File: src/rtl/fpmm_pkg.sv
package fpmm_pkg;
  localparam int FP_W   = 32;
  localparam int EXP_W  = 8;
  localparam int FRAC_W = FP_W - 1 - EXP_W;
  localparam int QBIT   = FRAC_W - 1;

  typedef enum logic [2:0] {
    K_IEEE = 3'd0,
    K_JAVA = 3'd1,
    K_CMAC = 3'd2,
    K_CPP  = 3'd3,
    K_FORT = 3'd4
  } fpmm_kind_e;

  typedef struct packed {
    logic nan;
    logic snan;
    logic zero;
    logic neg;
  } fcls_t;

  function automatic logic [FP_W-1:0] quieten(input logic [FP_W-1:0] x);
    logic [FP_W-1:0] q;
    q = x;
    q[QBIT] = 1'b1;
    return q;
  endfunction
endpackage

File: src/rtl/fpmm_classify.sv
module fpmm_classify
  import fpmm_pkg::*;
(
  input  logic [FP_W-1:0] x,
  output fcls_t           cls
);
  logic exp_ones, frac_nz;
  always_comb begin
    exp_ones = &x[FP_W-2:FRAC_W];
    frac_nz  = |x[FRAC_W-1:0];
    cls.nan  = exp_ones && frac_nz;
    cls.snan = exp_ones && frac_nz && !x[QBIT];
    cls.zero = ~|x[FP_W-2:0];
    cls.neg  = x[FP_W-1];
  end
endmodule

File: src/rtl/fpmm_order.sv
module fpmm_order
  import fpmm_pkg::*;
(
  input  logic [FP_W-1:0] a,
  input  logic [FP_W-1:0] b,
  output logic            key_lt,
  output logic            mag_lt,
  output logic            mag_eq
);
  logic [FP_W-1:0] key_a, key_b;
  always_comb begin
    key_a  = a[FP_W-1] ? ~a : {1'b1, a[FP_W-2:0]};
    key_b  = b[FP_W-1] ? ~b : {1'b1, b[FP_W-2:0]};
    key_lt = key_a < key_b;
    mag_lt = a[FP_W-2:0] < b[FP_W-2:0];
    mag_eq = a[FP_W-2:0] == b[FP_W-2:0];
  end
endmodule

File: src/rtl/fpmm_lane.sv
module fpmm_lane
  import fpmm_pkg::*;
(
  input  logic [FP_W-1:0] a_in,
  input  logic [FP_W-1:0] b_in,
  input  logic            want_max,
  input  fpmm_kind_e      kind,
  input  logic            mag_mode,
  output logic [FP_W-1:0] res,
  output logic            inv
);
  logic            clear_sign;
  logic [FP_W-1:0] a, b;
  fcls_t           ca, cb;
  logic            key_lt, mag_lt, mag_eq;
  logic [FP_W-1:0] signed_pick, mag_pick;

  assign clear_sign = mag_mode && (kind != K_IEEE);
  assign a = clear_sign ? {1'b0, a_in[FP_W-2:0]} : a_in;
  assign b = clear_sign ? {1'b0, b_in[FP_W-2:0]} : b_in;

  fpmm_classify u_cls_a (.x(a), .cls(ca));
  fpmm_classify u_cls_b (.x(b), .cls(cb));
  fpmm_order    u_ord   (.a(a), .b(b), .key_lt(key_lt), .mag_lt(mag_lt), .mag_eq(mag_eq));

  always_comb begin
    signed_pick = (want_max ^ key_lt) ? a : b;
    if (mag_eq)      mag_pick = signed_pick;
    else             mag_pick = (want_max ^ mag_lt) ? a : b;
  end

  always_comb begin
    res = signed_pick;
    inv = 1'b0;
    if (kind == K_IEEE) begin
      if (ca.snan) begin
        res = quieten(a);
        inv = 1'b1;
      end else if (cb.snan) begin
        res = quieten(b);
        inv = 1'b1;
      end else if (ca.nan) begin
        res = a;
      end else if (cb.nan) begin
        res = a;
      end else begin
        res = mag_mode ? mag_pick : signed_pick;
      end
      if (!ca.snan && !cb.snan && !ca.nan && cb.nan) res = a;
      if (!ca.snan && !cb.snan && ca.nan && !cb.nan) res = b;
    end else if (ca.nan || cb.nan) begin
      inv = ca.snan || cb.snan;
      unique case (kind)
        K_JAVA: begin
          if (ca.snan)      res = quieten(a);
          else if (cb.snan) res = quieten(b);
          else              res = ca.nan ? a : b;
        end
        K_FORT:  res = cb.nan ? a : b;
        K_CMAC: begin res = b; inv = 1'b1; end
        default: begin res = a; inv = 1'b1; end
      endcase
    end else if (ca.zero && cb.zero) begin
      unique case (kind)
        K_JAVA, K_FORT: res = (ca.neg ^ want_max) ? a : b;
        K_CMAC:         res = b;
        default:        res = a;
      endcase
    end
  end
endmodule

File: src/rtl/fpmm_minmax.sv
module fpmm_minmax
  import fpmm_pkg::*;
#(
  parameter int LANES = 4
) (
  input  logic                  clk,
  input  logic                  rst,
  input  logic [FP_W*LANES-1:0] vec_a,
  input  logic [FP_W*LANES-1:0] vec_b,
  input  logic                  sel_max,
  input  logic [3:0]            kind,
  input  logic                  single_lane,
  output logic [FP_W*LANES-1:0] res_vec,
  output logic [LANES-1:0]      lane_invalid
);
  localparam int VEC_W = FP_W * LANES;

  fpmm_kind_e          base_kind;
  logic                mag_mode;
  logic [VEC_W-1:0]    lane_res;
  logic [LANES-1:0]    lane_inv;
  logic [LANES-1:0]    lane_on;

  always_comb begin
    mag_mode  = kind[3];
    base_kind = (kind[2:0] > 3'd4) ? K_IEEE : fpmm_kind_e'(kind[2:0]);
  end

  for (genvar i = 0; i < LANES; i++) begin : g_lane
    logic [FP_W-1:0] r;
    logic            f;
    assign lane_on[i] = (i == 0) || !single_lane;
    fpmm_lane u_lane (
      .a_in    (vec_a[FP_W*i +: FP_W]),
      .b_in    (vec_b[FP_W*i +: FP_W]),
      .want_max(sel_max),
      .kind    (base_kind),
      .mag_mode(mag_mode),
      .res     (r),
      .inv     (f)
    );
    assign lane_res[FP_W*i +: FP_W] = lane_on[i] ? r : '0;
    assign lane_inv[i]              = lane_on[i] && f;
  end

  always_ff @(posedge clk) begin
    if (rst) begin
      res_vec      <= '0;
      lane_invalid <= '0;
    end else begin
      res_vec      <= lane_res;
      lane_invalid <= lane_inv;
    end
  end
endmodule

File: config.mk
export PLATFORM = sky130hd
export DESIGN_NAME = fpmm_minmax
export DESIGN_NICKNAME = d
export VERILOG_FILES = /design/src/rtl/fpmm_pkg.sv /design/src/rtl/fpmm_classify.sv /design/src/rtl/fpmm_order.sv /design/src/rtl/fpmm_lane.sv /design/src/rtl/fpmm_minmax.sv
export SDC_FILE = /design/constraint.sdc
export NUM_CORES = 2
export LEC_CHECK = 0
export BUFFER_PORTS_ARGS = -buffer_cell sky130_fd_sc_hd__clkbuf_2
export CORE_MARGIN = 5
export CORE_UTILIZATION = 30
export DETAILED_ROUTE_END_ITERATION = 8
export HOLD_SLACK_MARGIN = 0.03
export MAX_ROUTING_LAYER = met4
export PLACE_DENSITY = 0.6
export SETUP_SLACK_MARGIN = 0.4
export SLEW_MARGIN = 20
export SYNTH_ARGS = -nofsm -noshare
export SYNTH_HDL_FRONTEND = slang
export SYNTH_SLANG_ARGS = --single-unit
File: constraint.sdc
create_clock -name clk -period 6.71 [get_ports clk]
set_clock_uncertainty 0.05 [all_clocks]
set_input_delay 0.671 -clock clk [delete_from_list [all_inputs] [get_ports clk]]
set_output_delay 0.671 -clock clk [all_outputs]
set_load 0.01 [all_outputs]
# Word-level counts from Yosys, hierarchy flattened
# Cells that the tools add are included.
dict set report word_totals {
  register_bits 132
  out_inout_bits 132
}
dict set report op_classes {
  n_bitwise 20
  muxes 117
  order_cmp 9
  n_reduce_logical 113
  eq_ne 7
}
# op count
set ops {}
lappend ops {{$mux W32} 88}
lappend ops {{$pmux W32 S3} 4}
lappend ops {{$not A32 Y32} 8}
lappend ops {{$pmux W32 S2} 4}
lappend ops {{$reduce_or A31 Y1} 8}
lappend ops {{$reduce_or A23 Y1} 8}
lappend ops {{$lt A32 B32 Y1} 4}
lappend ops {{$eq A31 B31 Y1} 4}
lappend ops {{$lt A31 B31 Y1} 4}
lappend ops {{$reduce_and A8 Y1} 8}
lappend ops {{$logic_and A1 B1 Y1} 44}
lappend ops {{$logic_not A1 Y1} 33}
lappend ops {{$mux W1} 20}
lappend ops {{$xor A1 B1 Y1} 12}
lappend ops {{$logic_or A1 B1 Y1} 8}
lappend ops {{$reduce_or A2 Y1} 2}
lappend ops {{$eq A3 B1 Y1 const B} 1}
lappend ops {{$eq A3 B2 Y1 const B} 1}
lappend ops {{$eq A3 B3 Y1 const B} 1}
lappend ops {{$gt A3 B3 Y1 const B} 1}
lappend ops {{$logic_not A3 Y1} 1}
lappend ops {{$mux W3} 1}
lappend ops {{$reduce_bool A3 Y1} 1}

# Longest topological paths before layout
dict set report logic_depth {
  word_depth 19
  depth_mapped 21
  ltp_nobuf 16
}

# By module
# From an unflattened synthesis, not the netlist that was laid out.
dict set report unflattened {
  cells_unflattened 2197
  area_unflattened_um2 19267.2
}
# mod instances seq_area_each_um2 area_each_um2 cells_per_inst
set modules_own_cells {}
lappend modules_own_cells {fpmm_order 4 0.0 2014.4 254}
lappend modules_own_cells {fpmm_lane 4 0.0 1516.5 190}
lappend modules_own_cells {fpmm_minmax 1 2642.5 4222.8 293}
lappend modules_own_cells {fpmm_classify 8 0.0 115.1 16}

# Worst setup path before layout
# Ideal clock, no wire load.
dict set report synth_timing {
  path_kind {input to register}
  start {input kind[0]}
  end {register res_vec[21]}
  setup_slack_ps 1253
  n_path_buf 5
  arrival_ps 5274
  path_stages 19
  cell_sequence {buf_2 o21a_1 buf_2 o31ai_1 clkbuf_1 clkbuf_1 xnor2_1 ha_1 a211oi_1 o21ai_1 a221o_1 a2111o_1 nor4_1 nor2_1 xnor2_2 buf_2 mux2_2 a22oi_1 a21oi_1}
}
dict set report synth_between {
  elab_chain_cells 19
  elab_cells_between_ends 33
  cone_classes {order compare: 2; eq/ne: 3; mux: 20; bitwise: 4; reduce/logical: 4}
}
# item line_no
set synth_rtl {}
lappend synth_rtl {{start: declaration} fpmm_minmax.sv:11} ;# input logic [3:0] kind,
lappend synth_rtl {{$gt A3 B3 Y1} fpmm_minmax.sv:26} ;# base_kind = (kind[2:0] > 3'd4) ? K_IEEE : fpmm_kind_e'(kind[2:0]);
lappend synth_rtl {{$mux W3 (*)} fpmm_minmax.sv:26}
lappend synth_rtl {{$reduce_bool A3 Y1} fpmm_lane.sv:18} ;# assign clear_sign = mag_mode && (kind != K_IEEE);
lappend synth_rtl {{$logic_and A1 B1 Y1} fpmm_lane.sv:18}
lappend synth_rtl {{$mux W32 (on tied branches)} {fpmm_lane.sv:19, fpmm_lane.sv:20}}
lappend synth_rtl {{$not A32 Y32 (on tied branches)} {fpmm_order.sv:12, fpmm_order.sv:13}}
lappend synth_rtl {{$mux W32 (on tied branches)} {fpmm_order.sv:12, fpmm_order.sv:13}}
lappend synth_rtl {{$lt A32 B32 Y1} fpmm_order.sv:14} ;# key_lt = key_a < key_b;
lappend synth_rtl {{(+3 left out)} --}
lappend synth_rtl {{$mux W32} fpmm_lane.sv:47} ;# res = mag_mode ? mag_pick : signed_pick;
lappend synth_rtl {{$mux W32} fpmm_lane.sv:44} ;# end else if (cb.nan) begin
lappend synth_rtl {{$mux W32} fpmm_lane.sv:42} ;# end else if (ca.nan) begin
lappend synth_rtl {{$mux W32} fpmm_lane.sv:39} ;# end else if (cb.snan) begin
lappend synth_rtl {{$mux W32} fpmm_lane.sv:36} ;# if (ca.snan) begin
lappend synth_rtl {{$mux W32} fpmm_lane.sv:49} ;# if (!ca.snan && !cb.snan && !ca.nan && cb.nan) res = a;
lappend synth_rtl {{$mux W32} fpmm_lane.sv:50} ;# if (!ca.snan && !cb.snan && ca.nan && !cb.nan) res = b;
lappend synth_rtl {{$mux W32 (*)} fpmm_lane.sv:35} ;# if (kind == K_IEEE) begin
lappend synth_rtl {{end signal: assignment} fpmm_minmax.sv:51} ;# res_vec <= lane_res;
lappend synth_rtl {{end: declaration} fpmm_minmax.sv:13} ;# output logic [FP_W*LANES-1:0] res_vec,
# Mark *: on every way between the ends. The rest lies on a longest branch, timed or not.
# A chain may end at the register's enable or synchronous reset.

# Worst setup path after layout
dict set report layout_timing {
  start {input kind[2]}
  end {register res_vec[34]}
}
# Same word-level chain as after synthesis.

==> flow_metrics.py <==
metrics = {
    "run_status": {
        "outcome": "finished clean",
    },
    "sta": {
        "layout_setup_ws_ns": 1.22,
        "final.setup.tns_ns": 0,
        "fmaxAchievable_ghz": 0.182,
        "tightest_slew_ns": 1.09,
        "period_share": 0.817,
        "finalHoldViolations": 0,
        "finalCriticalPeriod_ns": 5.49,
        "max_slew_margin": 0.274,
        "rsz0062_at_grt": "false",
        "setup_violations": 0,
        "drv_slew": 0,
    },
    "layout": {
        "finalNetCount": 3522,
        "area_delta_synth_final_pct": 18.0,
        "instances_no_fill": 3914,
        "fill_cells": 7146,
        "stdcell_area_mm2": 0.0239,
        "layout-drive-gt1-share": 0.192,
    },
    "die": {
        "start_util": 0.302,
        "io_pins": 396,
        "die_h_um": 270,
        "coreArea_mm2": 0.0672,
        "die_area_mm2": 0.0729,
        "die_width_um": 270,
        "num_rows": 95,
    },
    "setup_path": {
        "max_stage_delay_ns": 0.83,
        "cp-endpoint": "res_vec[34]$_SDFF_PP0_",
        "cpMaxStageDelayCell": "o211ai_1",
        "crit_start": "kind[2]",
        "worstPathCellList": "clkbuf_2, buf_4, nor3_4, buf_4, o31ai_4, buf_12, xnor2_1, ha_1, a2111oi_0, nand2b_1, or4_1, a21oi_2, or3_1, nand2_1, buf_4, o211ai_1, buf_4, nand3_1, a22oi_1",
        "crit_path_max_fanout": 39,
        "arrival_ns": 5.86,
        "end_kind": "register",
        "path_common_cell": "buf_4",
        "required_ns": 7.08,
        "worstSetupStartpointType": "input port",
        "crit_type": "input port to register",
    },
    "synthesis": {
        "synth_cells": 2727,
        "ys.warnings.count": 0,
        "syn-num-nets": 3239,
        "synth_xor_area_frac": 0.110,
        "yosys.area_share.simple": 0.150,
        "synth.area.mux_share": 0.102,
        "ys_ff_latch": 132,
        "syn-mean-instance-area_um2": 7.44,
        "synth_top_family_by_area": "compound AO/OA/AOI/OAI gates",
        "synth.distinct_cells": 84,
        "synth-compound-area-share": 0.287,
        "syn_area_mm2": 0.0203,
        "async_reset_ff_frac": 0,
        "synthFlopType": "dfxtp_1",
        "ys_seq_area_frac": 0.130,
        "synth_edf_count": 0,
        "synthAdderAreaFrac": 0.154,
    },
    "cts": {
        "cts_setup_buffers": 0,
        "cts_hold_buf": 0,
        "cts-root-buf": "clkbuf_16",
        "cts-resized-gates": 0,
        "path_clk_slew_ns": 0.07,
        "cts_tree": "yes",
        "h-tree-depth": 4,
        "clockBufferDepth": 2,
        "clock_sinks": 132,
        "numCtsBuffers": 17,
    },
    "grt": {
        "grt_pass1_wl_um": 124000,
        "track_usage": 0.218,
        "grt_max_degree": 62,
        "antenna_found_initial": 19,
        "grt_pass1_vias": 21300,
        "overflow": 0,
    },
    "routing": {
        "vias": 22200,
        "dr.pass1.iters": 8,
        "antenna_left": 0,
        "drtIter0Drc": 1782,
        "wl_per_cell_um": 20.6,
        "remaining_drc_errors": 0,
        "via_per_inst": 5.67,
        "wl_um": 80700,
    },
    "placed_design": {
        "placed_area_mm2": 0.0232,
        "dp_cells": 3864,
        "port_buffers": 395,
        "dpl_worst_slack_ns": 0.743,
        "dp_hpwl_um": 62000,
        "place.gp.congestion": 0.905,
    },
    "power_and_ir_drop": {
        "irDropWorstVdd_mv": 0.163,
        "total_power_uw": 4210,
        "p_leak_uw": 0.0105,
        "cellPowerDensity_mw_per_mm2": 176,
    },
    "worst_hold_path": {
        "hold_class": "input port to register",
    },
    "job": {
        "drv_cap": 0,
    },
}
[area by class of cell]
| cell class | instances | area [µm²] | area share |
|---|---|---|---|
| repair buffers | 448 | 2410 | 0.101 |
| diodes | 18 | 45.0 | 0.00188 |
| inverters | 162 | 608 | 0.0254 |
| clock inverters | 12 | 248 | 0.0104 |
| clock buffers | 20 | 467 | 0.0195 |
| flip-flops and latches | 132 | 2640 | 0.110 |
| well taps | 873 | 1090 | 0.0456 |
| multi-input cells | 2249 | 16400 | 0.686 |
[per-stage QoR]
| stage | utilization | hold WS (ns) |
|---|---|---|
| after floorplan | - | 0.752 |
| after global placement | 0.345 | 0.932 |
| after detailed placement | 0.345 | 0.933 |
| after CTS | 0.356 | 0.375 |
| after global routing | 0.356 | 0.410 |
| final | 0.356 | 0.417 |
[registers in the layout (all words and copies together), names as in the netlist]
signal        cells
lane_invalid      4
res_vec         128
[power breakdown]
group          leakage (µW)  switching (µW)  internal (µW)
clock              0.000343             433            763
sequential          0.00109            35.5            878
combinational       0.00903            1210            891
[kinds of logic (layout without fill, tap and decap cells)]
| group | after synthesis | count (layout) |
|---|---|---|
| DFF | 132 | 132 |
| muxes | 197 | 197 |
| adders and majority gates | 250 | 250 |
| and+or+nand+nor | 617 | 617 |
| other | 0 | 18 |
| AOI/OAI and AO/OA | 933 | 933 |
| xor gates and xnor gates | 252 | 252 |
| buffers and inverters | 346 | 642 |
[worst max-delay path, delay by kind of cell]
kind / cells / cell delay, ns
and+or+nand+nor: 6 / 1.51
AOI/OAI and AO/OA: 5 / 1.69
buffers and inverters: 6 / 1.49
xor gates and xnor gates: 1 / 0.16
adders and majority gates: 1 / 0.29
[worst min path at each step]
stage | startpoint | endpoint | slack (ns) | cells after the start
finish | vec_b[35] | res_vec[35]$_SDFF_PP0_ | 0.42 | 3
CTS | vec_b[35] | res_vec[35]$_SDFF_PP0_ | 0.37 | 3
global route | vec_b[41] | res_vec[41]$_SDFF_PP0_ | 0.41 | 3
floorplan | vec_b[64] | res_vec[64]$_SDFF_PP0_ | 0.75 | 2
global placement | vec_b[73] | res_vec[73]$_SDFF_PP0_ | 0.93 | 3
detailed placement | vec_b[49] | res_vec[49]$_SDFF_PP0_ | 0.93 | 3
[cells in the mapped netlist (20+ instances only)]
master,number,share of area
a211oi_1,66,0.024
a21o_1,26,0.0096
a21oi_1,223,0.055
a22oi_1,74,0.027
a31oi_1,39,0.012
buf_1,20,0.0037
buf_2,22,0.0054
clkbuf_1,135,0.025
dfxtp_1,132,0.13
ha_1,248,0.15
inv_1,159,0.029
mux2_2,63,0.035
mux2i_1,131,0.065
nand2_1,162,0.030
nand3_1,56,0.014
nand4_1,68,0.021
nor2_1,137,0.025
nor3_1,41,0.010
nor4_1,66,0.020
o21a_1,37,0.014
o21ai_0,260,0.064
o221ai_1,20,0.0086
o22ai_1,65,0.020
or3_1,26,0.0080
xnor2_1,249,0.11
[routing by layer]
metal | up-vias | global-route usage | wire length, µm
li1 | 10800 | - | -
met3 | 128 | 0.0554 | 6070
met2 | 774 | 0.334 | 36100
met4 | 0 | 0.0718 | 2310
met1 | 10500 | 0.280 | 36200
met5 | - | - | 0
[cells in the final DEF (no fill, tap or decap), drive strengths merged, types with 53 or more instances in the layout]
| master | instances |
|---|---|
| xnor2 | 251 |
| inv | 162 |
| dfxtp | 132 |
| nor4 | 66 |
| nand2 | 162 |
| clkbuf | 415 |
| a21oi | 224 |
| a22oi | 75 |
| nor2 | 138 |
| o22ai | 65 |
| mux2 | 65 |
| nand3 | 56 |
| a211oi | 66 |
| ha | 248 |
| buf | 53 |
| mux2i | 131 |
| o21ai | 279 |
| nand4 | 68 |
Power figures use the tool's default switching activity.
